`src/rtl/busdemux_pkg.sv`:
```
package busdemux_pkg;
  localparam int SEG_W = 2;
  localparam int NBANK = 1 << SEG_W;

  typedef enum logic [SEG_W-1:0] {
    SEG_EXTRA = 2'b00,
    SEG_STACK = 2'b01,
    SEG_CODE  = 2'b10,
    SEG_DATA  = 2'b11
  } seg_e;

  function automatic logic [NBANK-1:0] bank_onehot(input logic [SEG_W-1:0] s);
    return NBANK'(1) << s;
  endfunction

  function automatic logic status_bad(input logic s6, input logic s7);
    return s6 | ~s7;
  endfunction
endpackage

```
`src/rtl/bdl_addr_hold.sv`:
```
module bdl_addr_hold #(
  parameter int W = 20
) (
  input  logic         clk,
  input  logic         rst,
  input  logic         le,
  input  logic [W-1:0] d,
  output logic [W-1:0] q
);
  logic [W-1:0] held;

  always_ff @(posedge clk) begin
    if (rst)     held <= '0;
    else if (le) held <= d;
  end

  assign q = le ? d : held;
endmodule

```
`src/rtl/bdl_status_cap.sv`:
```
module bdl_status_cap
  import busdemux_pkg::*;
#(
  parameter int HI_W = 4
) (
  input  logic            clk,
  input  logic            rst,
  input  logic            ale,
  input  logic [HI_W-1:0] hi,
  input  logic            s7,
  output logic            capture_evt,
  output logic [SEG_W-1:0] seg,
  output logic            ie,
  output logic            active,
  output logic            err
);
  logic ale_q;

  assign capture_evt = ale_q & ~ale;

  always_ff @(posedge clk) begin
    if (rst) begin
      ale_q  <= 1'b0;
      seg    <= '0;
      ie     <= 1'b0;
      active <= 1'b0;
      err    <= 1'b0;
    end else begin
      ale_q <= ale;
      if (capture_evt) begin
        seg    <= hi[SEG_W-1:0];
        ie     <= hi[SEG_W];
        active <= 1'b1;
        err    <= status_bad(hi[HI_W-1], s7);
      end else if (ale) begin
        active <= 1'b0;
        err    <= 1'b0;
      end
    end
  end
endmodule

```
`src/rtl/bdl_bank_dec.sv`:
```
module bdl_bank_dec
  import busdemux_pkg::*;
(
  input  logic [SEG_W-1:0] seg,
  input  logic             active,
  output logic [NBANK-1:0] sel
);
  for (genvar i = 0; i < NBANK; i++) begin : g_bank
    assign sel[i] = active & (seg == SEG_W'(i));
  end
endmodule

```
`src/rtl/busdemux_latch.sv`:
```
module busdemux_latch
  import busdemux_pkg::*;
#(
  parameter int LO_W = 16,
  parameter int HI_W = 4
) (
  input  logic                 clk,
  input  logic                 rst,
  input  logic                 ale,
  input  logic [LO_W-1:0]      ad,
  input  logic [HI_W-1:0]      ahs,
  input  logic                 bhs,
  output logic [LO_W+HI_W-1:0] addr,
  output logic                 bank_high,
  output logic [LO_W-1:0]      data_out,
  output logic [HI_W-1:0]      stat_live,
  output logic [SEG_W-1:0]     seg_id,
  output logic                 int_en,
  output logic [NBANK-1:0]     bank_sel,
  output logic                 proto_err
);
  localparam int ADDR_W = LO_W + HI_W;

  logic capture_evt;
  logic cycle_active;

  bdl_addr_hold #(.W(ADDR_W)) u_addr (
    .clk(clk), .rst(rst), .le(ale), .d({ahs, ad}), .q(addr)
  );

  bdl_addr_hold #(.W(1)) u_bhe (
    .clk(clk), .rst(rst), .le(ale), .d(bhs), .q(bank_high)
  );

  bdl_status_cap #(.HI_W(HI_W)) u_stat (
    .clk(clk), .rst(rst), .ale(ale), .hi(ahs), .s7(bhs),
    .capture_evt(capture_evt), .seg(seg_id), .ie(int_en),
    .active(cycle_active), .err(proto_err)
  );

  bdl_bank_dec u_dec (
    .seg(seg_id), .active(cycle_active), .sel(bank_sel)
  );

  assign data_out  = ale ? '0 : ad;
  assign stat_live = ale ? '0 : ahs;
endmodule

```
`config.mk`:
```
export PLATFORM = sky130hd
export DESIGN_NAME = busdemux_latch
export DESIGN_NICKNAME = d
export VERILOG_FILES = /design/src/rtl/busdemux_pkg.sv /design/src/rtl/bdl_addr_hold.sv /design/src/rtl/bdl_status_cap.sv /design/src/rtl/bdl_bank_dec.sv /design/src/rtl/busdemux_latch.sv
export SDC_FILE = /design/constraint.sdc
export NUM_CORES = 1
export LEC_CHECK = 0
export ABC_AREA = 1
export CORE_MARGIN = 2
export CORE_UTILIZATION = 30
export CTS_CLUSTER_DIAMETER = 120
export DETAILED_ROUTE_END_ITERATION = 12
export PLACE_DENSITY_LB_ADDON = 0.25
export SLEW_MARGIN = 0
export SYNTH_ARGS = -nofsm -noshare
export SYNTH_HDL_FRONTEND = slang
export SYNTH_SLANG_ARGS = --single-unit
```
`constraint.sdc`:
```
create_clock -name clk -period 1.9 [get_ports clk]
set_input_delay 0.19 -clock clk [delete_from_list [all_inputs] [get_ports clk]]
set_output_delay 0.19 -clock clk [all_outputs]
set_load 0.01 [all_outputs]
```
* Yosys cells after proc, flatten, opt, wreduce, memory -nomap -nowiden
Index checks and enable logic that the tools add are counted.
** Word-level totals
- Output and inout port bits :: 49
- Bits in registers :: 27
** Cells by class
- Eq/ne operators :: 3
- Bitwise gates (word level) :: 8
- Muxes and demuxes :: 7
- Reductions and logical operators :: 2
** Operators by type and width (number)
- $mux W20 :: 1
- $mux W16 :: 1
- $and A1 B1 Y1 :: 5
- $eq A2 B2 Y1 const B :: 2
- $mux W1 :: 4
- $mux W4 :: 1
- $eq A2 B1 Y1 const B :: 1
- $logic_not A2 Y1 :: 1
- $not A1 Y1 :: 2
- $reduce_bool A2 Y1 :: 1
- $or A1 B1 Y1 :: 1

* Logic depth before layout (Yosys ltp)
Gate-level depths: netlist of the first run.
- Word-level depth :: 3
- Gate-level depth with buffers :: 5
- Mapped depth without buffers :: 4

* By module
From an unflattened synthesis of the first run, not the netlist that was laid out.
** Second synthesis, totals
- Cells, all modules :: 258
- Area, all modules :: 1456.4 sq um
** Modules (own cells, without submodules)
- bdl_addr_hold at u_addr :: area an instance 969.7 sq um, times used 1, cells each 167, seq. area each 400.4 sq um
- bdl_status_cap :: area an instance 229.0 sq um, times used 1, cells each 32, seq. area each 120.1 sq um
- busdemux_latch :: area an instance 172.7 sq um, times used 1, cells each 42, seq. area each 0.0 sq um
- bdl_addr_hold at u_bhe :: area an instance 55.1 sq um, times used 1, cells each 9, seq. area each 20.0 sq um
- bdl_bank_dec :: area an instance 30.0 sq um, times used 1, cells each 8, seq. area each 0.0 sq um

* Worst setup path after synthesis of the first run
OpenSTA, ideal clock, no wires.
- Path kind :: register to output
- Start point :: register u_stat.seg[1]
- End point :: output port bank_sel[3]
- Slack :: 0.918 ns
- Arrival time :: 0.792 ns
- Buffers on the path :: 0
- Stages on the path, launching flop included :: 3
- Cells stage by stage :: dfxtp_1 inv_1 nor3_1
** On the way
- Word-level cells in the longest chain between the ends :: 2
** RTL lines
- from (decl) :: line bdl_status_cap.sv:12 : output logic [SEG_W-1:0] seg,
- from (signal assigned) :: line bdl_status_cap.sv:31 : seg <= hi[SEG_W-1:0];
- $eq A2 B2 Y1 :: line bdl_bank_dec.sv:9 : assign sel[i] = active & (seg == SEG_W'(i));
- $and A1 B1 Y1 :: line bdl_bank_dec.sv:9
- to (decl) :: line busdemux_latch.sv:19 : output logic [NBANK-1:0] bank_sel,
Every way passes these cells.

* Final worst setup path of the first run
Same ends and word-level chain as after synthesis.

==> flow_summary.ini, run 1 <==
[setup_path]
endpoint = bank_sel[3]
max_stage_delay_ps = 560
arrival_ps = 1490
cp_cell_sequence = inv_1 -> nor3_1 -> clkdlybuf4s50_1
reg2reg_from = u_stat.ale_q
start_kind = register
startpoint = u_stat.seg[1]
worst_r2r_path_depth = 4
path_max_fanout = 5
r2r_slack_ps = 1110
slowest_stage = clkdlybuf4s50_1
critPathRequiredTime_ps = 1710
reg2reg_to = u_stat.err
worstSetupPathType = register to primary output
endpoint_kind = primary output

[routing]
num_vias = 1320
drt_iter0_drc = 49
route.detailed.drc = 0
dr.pass1.iters = 4
wl_um = 3020
drtAntennaViolNets = 0
vias_per_cell = 4.27
wl_per_cell_um = 9.77

[final_layout]
nets = 284
final_util = 0.508
area_growth_syn_to_layout_pct = 62.4
n_antenna_cell = 0
drive_gt1_frac = 0.0541

[grt]
grt-ovfl-total = 0
grt_pass1_wl_um = 4930
grt_antenna_before_repair = 0
grt_pass1_vias = 1125
grt.total_usage = 0.139
grt_max_degree = 44

[floorplan]
io_pins = 73
die_x_um = 68.8
die_h_um = 68.8
die_area_um2 = 4730
rows = 23
initial_core_util = 0.313
core-area_um2 = 4030

[job]
drv_cap = 0

[timing]
max_freq_ghz = 0.594
fin_tns_setup_ps = 0
fin_crit_ps = 1680
tightest_slew_ps = 344
hold_viol = 0
fin_crit_sh = 0.886
relSlewSlack = 0.770
fin_skew_ps = 0.295
setup_viol = 0
drv_slew = 0
grt_setup_unrepaired = no

[pwr]
peakVddDrop_mv = 0.274
p_leak_nw = 0.940
p_total_mw = 1.25
p_per_area_nw_per_um2 = 613

[run_status]
run_status = completed

[hold_path]
hold_class = input pin to register

[clock_network]
clk_latency_ps = 270
path_clk_slew_ps = 90
ctsHoldBuffers = 0
htreeDepth = 1
clkSinkCount = 27
cts_buffer_depth = 2
cts_made_buffers = 3
root_buffer = clkbuf_8
post-cts-setup-buffers = 0
cts.repair.resized = 0
cts_tree = yes

[synth]
synth_edf_count = 0
synth_area_per_cell_um2 = 6.70
syn_area_um2 = 1260
netlist.area_leader.share = 0.429
ys_async_sr_fraction = 0
synth_warnings = 0
yosysUniqueCellTypes = 14
synth_top_area_cell = dfxtp_1
ys_top_cells_by_count = 67 x nand2_1, 27 x dfxtp_1, 27 x nor2_1
yosysMostFrequentCell = nand2_1
synth_ff_type = dfxtp_1
synthTopCellsByArea = dfxtp_1 43%, nand2_1 20%, nor2_1 8.0%, a21oi_1 7.5%, inv_1 7.4%
synth_nets = 212
synth_seq_cells = 27
seq_area_frac_synth = 0.429
syn_inst = 188

[place]
gp_congestion = 0.668
portBuffers = 72
dp_hpwl_um = 2210
through the flow:
| stage | setup WS (ps) | hold WS (ps) | std cells | area, um^2 |
|---|---|---|---|---|
| after global placement | 303 | 456 | 305 | 2000 |
| after CTS | 187 | 411 | 309 | 2050 |
| after floorplan | 918 | 252 | 188 | 1260 |
| after detailed placement | 294 | 460 | 305 | 2000 |
| final | 217 | 404 | 309 | 2050 |
| after global routing | 84.5 | 426 | 309 | 2050 |
worst min path at each step:
stage                         startpoint               to  slack [ps]  cells after the start
after floorplan                      rst   u_addr.held[3]         250                      1
after global placement    u_addr.held[9]   u_addr.held[9]         460                      2
after detailed placement  u_addr.held[2]   u_addr.held[2]         460                      2
after CTS                            ale   u_addr.held[9]         410                      4
after global routing                 ale  u_addr.held[19]         430                      4
final                                ale   u_addr.held[9]         400                      4
critical path, delay by kind of cell, from the launching register on:
kind / cells / cell delay, ps
simple gates: 1 / 180
buf+inv: 2 / 630
flops: 1 / 410
layout by cell type (no fill, tap or decap):
cell type / instances
a21oi_1: 19
a21oi_2: 4
buf_12: 1
buf_2: 1
buf_4: 3
clkbuf_1: 1
clkbuf_8: 3
clkdlybuf4s50_1: 71
dfxtp_1: 27
inv_1: 25
inv_8: 1
nand2_1: 67
nand3_1: 1
nor2_1: 27
nor2_4: 1
nor3_1: 4
o21ai_0: 3
report_power, final:
part,switching (mW),leakage (nW),internal [mW]
clock,0.168,0.0228,0.150
sequential,0.00937,0.222,0.595
combinational,0.149,0.695,0.183
total,0.326,0.940,0.928
cell families (layout without fill, tap and decap cells):
| family | count (synthesis) | after routing | synth area share |
|---|---|---|---|
| AOI/OAI and AO/OA | 26 | 26 | 0.115 |
| and+or+nand+nor | 100 | 100 | 0.309 |
| buffers and inverters | 35 | 106 | 0.147 |
| DFF | 27 | 27 | 0.429 |
layout make-up:
class                   count  area [um^2]
repair buffers             76          758
clock buffers               4         45.0
well taps                  50         62.6
flip-flops and latches     27          541
multi-input cells         126          534
fillers                   427         1980
inverters                  26          105
metal layers:
layer | vias up | share of wire | GRT usage
met5 | - | 0 | 0
met4 | 0 | 0.013 | 0.0588
met3 | 4 | 0.11 | 0.0438
met2 | 53 | 0.40 | 0.219
met1 | 552 | 0.48 | 0.175
li1 | 711 | - | -
flip-flops by register name, indices dropped and copies added (netlist names):
name           cells
u_addr.held       20
u_stat.seg         2
u_bhe.held         1
u_stat.active      1
u_stat.ale_q       1
u_stat.err         1
u_stat.ie          1
(Power assumes the default switching activity.)
==> inputs of run 2 (changes only) <==
--- a/config.mk
+++ b/config.mk
@@ -7,7 +7,7 @@
 export LEC_CHECK = 0
 export ABC_AREA = 1
 export CORE_MARGIN = 2
-export CORE_UTILIZATION = 30
+export CORE_UTILIZATION = 35
 export CTS_CLUSTER_DIAMETER = 120
 export DETAILED_ROUTE_END_ITERATION = 12
 export PLACE_DENSITY_LB_ADDON = 0.25
==> flow_summary.ini, run 2 (synthesis gave the netlist of run 1 again) <==
[grt]
grt-ovfl-total = 0
grt_max_degree = 26
grt.total_usage = 0.151
grt_pass1_vias = 1187
grt_pass1_wl_um = 5000
grt_antenna_before_repair = 0

[final_layout]
final_common_cell = clkdlybuf4s50_1
area_growth_syn_to_layout_pct = 60.5
largest_register_ffs = 20
final_cell_mix = 71 x clkdlybuf4s50_1, 67 x nand2_1, 27 x nor2_1, 27 x dfxtp_1, 25 x inv_1
n_fill_cell = 314
drive_gt1_frac = 0.0541
finalInstanceArea_um2 = 2020
n_antenna_cell = 0
top_register = u_addr.held
nets = 284
reg.largest.list = u_addr.held x20, u_stat.seg x2

[timing]
tightest_slew_ps = 389
fin_skew_ps = 4.54
max_freq_ghz = 0.574
setup_viol = 0
fin_ws_ps = 159
drv_slew = 0
fin_crit_ps = 1740
relSlewSlack = 0.741
whs_ps = 333
grt_setup_unrepaired = no
fin_tns_setup_ps = 0
fin_crit_sh = 0.916
hold_viol = 0

[clock_network]
path_clk_slew_ps = 140
htreeDepth = 1
post-cts-setup-buffers = 0
cts_tree = yes
clkSinkCount = 27
clk_latency_ps = 310
ctsHoldBuffers = 0
cts_made_buffers = 3
cts_buffer_depth = 2
root_buffer = clkbuf_4
cts.repair.resized = 0

[hold_path]
hold_start = ale
hold_class = input pin to register

[run_status]
run_status = completed

[floorplan]
initial_core_util = 0.372
rows = 21
die_area_um2 = 4100
core-area_um2 = 3390
die_x_um = 64
io_pins = 73
die_h_um = 64

[routing]
vias_per_cell = 4.39
dr.pass1.iters = 6
num_vias = 1338
route.detailed.drc = 0
wl_per_cell_um = 9.88
wl_um = 3010
drtAntennaViolNets = 0
drt_iter0_drc = 41

[setup_path]
endpoint_kind = primary output
start_kind = register
worstSetupPathType = register to primary output
r2r_slack_ps = 1090
reg2reg_from = u_stat.ale_q
path_max_fanout = 5
arrival_ps = 1550
startpoint = u_stat.seg[1]
critPathRequiredTime_ps = 1710

[place]
dp_hpwl_um = 2350
preCtsSetupSlack_ps = 262
place_area_um2 = 2000
portBuffers = 72
gp_congestion = 0.806

[pwr]
p_per_area_nw_per_um2 = 582
p_leak_nw = 0.932
peakVddDrop_mv = 0.291
p_total_mw = 1.18

[job]
drv_cap = 0
## run 2: path summary, 6_finish.rpt
path / to / depth (start not counted)
worst max-delay path: bank_sel[3] / 3
worst min-delay path: u_addr.held[19] / 3
worst max register to register: u_stat.err / 4
worst min register to register: u_addr.held[14] / 2
## run 2: layout make-up
class / instances / area, um^2 / area share
Timing Repair Buffer: 76 / 758 / 0.375
Sequential cell: 27 / 541 / 0.267
Multi-Input combinational cell: 126 / 534 / 0.264
Inverter: 26 / 105 / 0.0520
Tap cell: 46 / 57.6 / 0.0285
Clock buffer: 4 / 26.3 / 0.0130
## run 2: through the flow
| step | utilization | cells |
|---|---|---|
| final | 0.597 | 305 |
| after global routing | 0.597 | 305 |
| after CTS | 0.597 | 305 |
| after detailed placement | 0.589 | 301 |
| after global placement | 0.589 | 301 |
| after floorplan | - | 188 |
## run 2: metal layers
metal	global-route usage	share of wire	vias to the layer above
met2	0.268	0.48	39
met4	0.0571	0.0076	0
met3	0.0282	0.062	2
met1	0.179	0.45	585
li1	-	-	712
met5	0	0	-
## run 2: worst max-delay path: stages, from the launching register on
cell and delay [ps]:
dfxtp_1 410, inv_1 70, nor3_1 190, clkdlybuf4s50_1 560
## run 2: report_power, final
group          internal, mW  switching (mW)
Combinational         0.183           0.149
Sequential            0.596          0.0101
Clock                0.0819           0.157
Total                 0.861           0.317
==> inputs of run 3 (changes only) <==
--- a/config.mk
+++ b/config.mk
@@ -6,10 +6,11 @@
 export NUM_CORES = 1
 export LEC_CHECK = 0
 export ABC_AREA = 1
-export CORE_MARGIN = 2
+export CORE_ASPECT_RATIO = 0.7
 export CORE_UTILIZATION = 35
 export CTS_CLUSTER_DIAMETER = 120
 export DETAILED_ROUTE_END_ITERATION = 12
+export MAX_ROUTING_LAYER = met4
 export PLACE_DENSITY_LB_ADDON = 0.25
 export SLEW_MARGIN = 0
 export SYNTH_ARGS = -nofsm -noshare
==> flow_summary.ini, run 3 (synthesis gave the netlist of run 1 again) <==
[run_status]
run_status = completed

[setup_path]
reg2reg_from = u_stat.ale_q
critical_path_buf_inv_count = 2
startpoint = u_stat.seg[1]
crit_family = buffers and inverters
path_max_fanout = 5
cp_cell_sequence = inv_1 -> nor3_1 -> clkdlybuf4s50_1
arrival_ps = 1470
endpoint_kind = primary output
critPathRequiredTime_ps = 1710
reg2reg_to = u_stat.err
worst_r2r_path_depth = 4
max_stage_delay_ps = 560
start_kind = register
r2r_slack_ps = 1100
slowest_stage = clkdlybuf4s50_1
worstSetupPathType = register to primary output

[final_layout]
finalNonFillerCells = 305
final_common_cell = clkdlybuf4s50_1
final_cell_mix = 71 x clkdlybuf4s50_1, 67 x nand2_1, 27 x nor2_1, 27 x dfxtp_1, 25 x inv_1
n_antenna_cell = 0
top_register = u_addr.held
area_growth_syn_to_layout_pct = 60.5
reg.largest.list = u_addr.held x20, u_stat.seg x2
nets = 283
largest_register_ffs = 20
drive_gt1_frac = 0.0504

[timing]
fin_crit_ps = 1660
relSlewSlack = 0.826
grt_setup_unrepaired = no
drv_slew = 0
setup_viol = 0
fin_skew_ps = 0.132
max_freq_ghz = 0.602
fin_tns_setup_ps = 0
tightest_slew_ps = 260
fin_crit_sh = 0.875
hold_viol = 0

[clock_network]
post-cts-setup-buffers = 0
cts.repair.resized = 0
cts_buffer_depth = 2
root_buffer = clkbuf_8
path_clk_slew_ps = 90
htreeDepth = 1
cts_tree = yes
ctsHoldBuffers = 0
cts_made_buffers = 3
clk_latency_ps = 270
clkSinkCount = 27

[hold_path]
holdPathEnd = u_addr.held[8]
min_path_cells = 3
hold_class = input pin to register
hold_start = ale

[routing]
dr.pass1.iters = 3
drtAntennaViolNets = 0
num_vias = 1283
wl_per_cell_um = 9.50
vias_per_cell = 4.21
drt_iter0_drc = 27
route.detailed.drc = 0
wl_um = 2900

[floorplan]
rows = 17
initial_core_util = 0.382
die_x_um = 73.7
die_area_um2 = 3850
die_h_um = 52.2
io_pins = 73
core-area_um2 = 3300

[pwr]
p_per_area_nw_per_um2 = 617
comb_power_share = 0.262
p_switching_uw = 323
switching_share = 0.259
pwr-share-seq = 0.485
peakVddDrop_mv = 0.417
power.internal_uw = 924
pwr-share-clk = 0.253
p_leak_nw = 0.931

[place]
gp_congestion = 0.719
portBuffers = 72
dp_hpwl_um = 2190
post-place-cells = 301

[grt]
grt.total_usage = 0.167
grt_max_degree = 26
grt_pass1_wl_um = 4750
grt-ovfl-total = 0
grt_pass1_vias = 1108
grt_antenna_before_repair = 0

[job]
drv_cap = 0
[run 3: worst max path at each step]
| stage | to | cells past startpoint |
|---|---|---|
| after floorplan | bank_sel[3] | 2 |
| after global placement | addr[18] | 4 |
| after detailed placement | addr[18] | 4 |
| after CTS | bank_sel[2] | 3 |
| after global routing | bank_sel[3] | 3 |
| final | bank_sel[3] | 3 |
[run 3: power by group through the flow]
stage / sequential [mW] / combinational, mW / clock (mW)
6_report: 0.605 / 0.327 / 0.316
2_1_floorplan: 0.619 / 0.150 / 0
3_5_place_dp: 0.619 / 0.329 / 0
4_1_cts: 0.605 / 0.331 / 0.329
5_1_grt: 0.608 / 0.362 / 0.351
3_3_place_gp: 0.618 / 0.328 / 0
[run 3: routing by layer]
layer,vias up,global-route usage,routed length (um)
met1,524,0.210,1500
met5,-,-,0
li1,709,-,-
met2,48,0.251,1120
met4,0,0.0288,11
met3,2,0.0750,270
[run 3: stage by stage]
stage / hold slack [ps] / cell area (um^2) / util / total power, mW / worst slack (ps)
2_1_floorplan: 252 / 1260 / - / 0.768 / 918
3_3_place_gp: 456 / 1980 / 0.600 / 0.946 / 306
3_5_place_dp: 461 / 1980 / 0.600 / 0.948 / 306
4_1_cts: 255 / 2020 / 0.613 / 1.27 / 218
5_1_grt: 276 / 2020 / 0.613 / 1.32 / 84.5
6_report: 258 / 2020 / 0.613 / 1.25 / 238
[run 3: area by class of cell]
class	instances	area (um^2)
Sequential cell	27	541
Clock buffer	4	45.0
Tap cell	47	58.8
Multi-Input combinational cell	126	534
Timing Repair Buffer	75	738
Fill cell	336	1270
Inverter	26	105
[run 3: worst min-delay path, stage by stage]
cell and delay (ps):
buf_2 150, nand2_1 80, a21oi_1 60
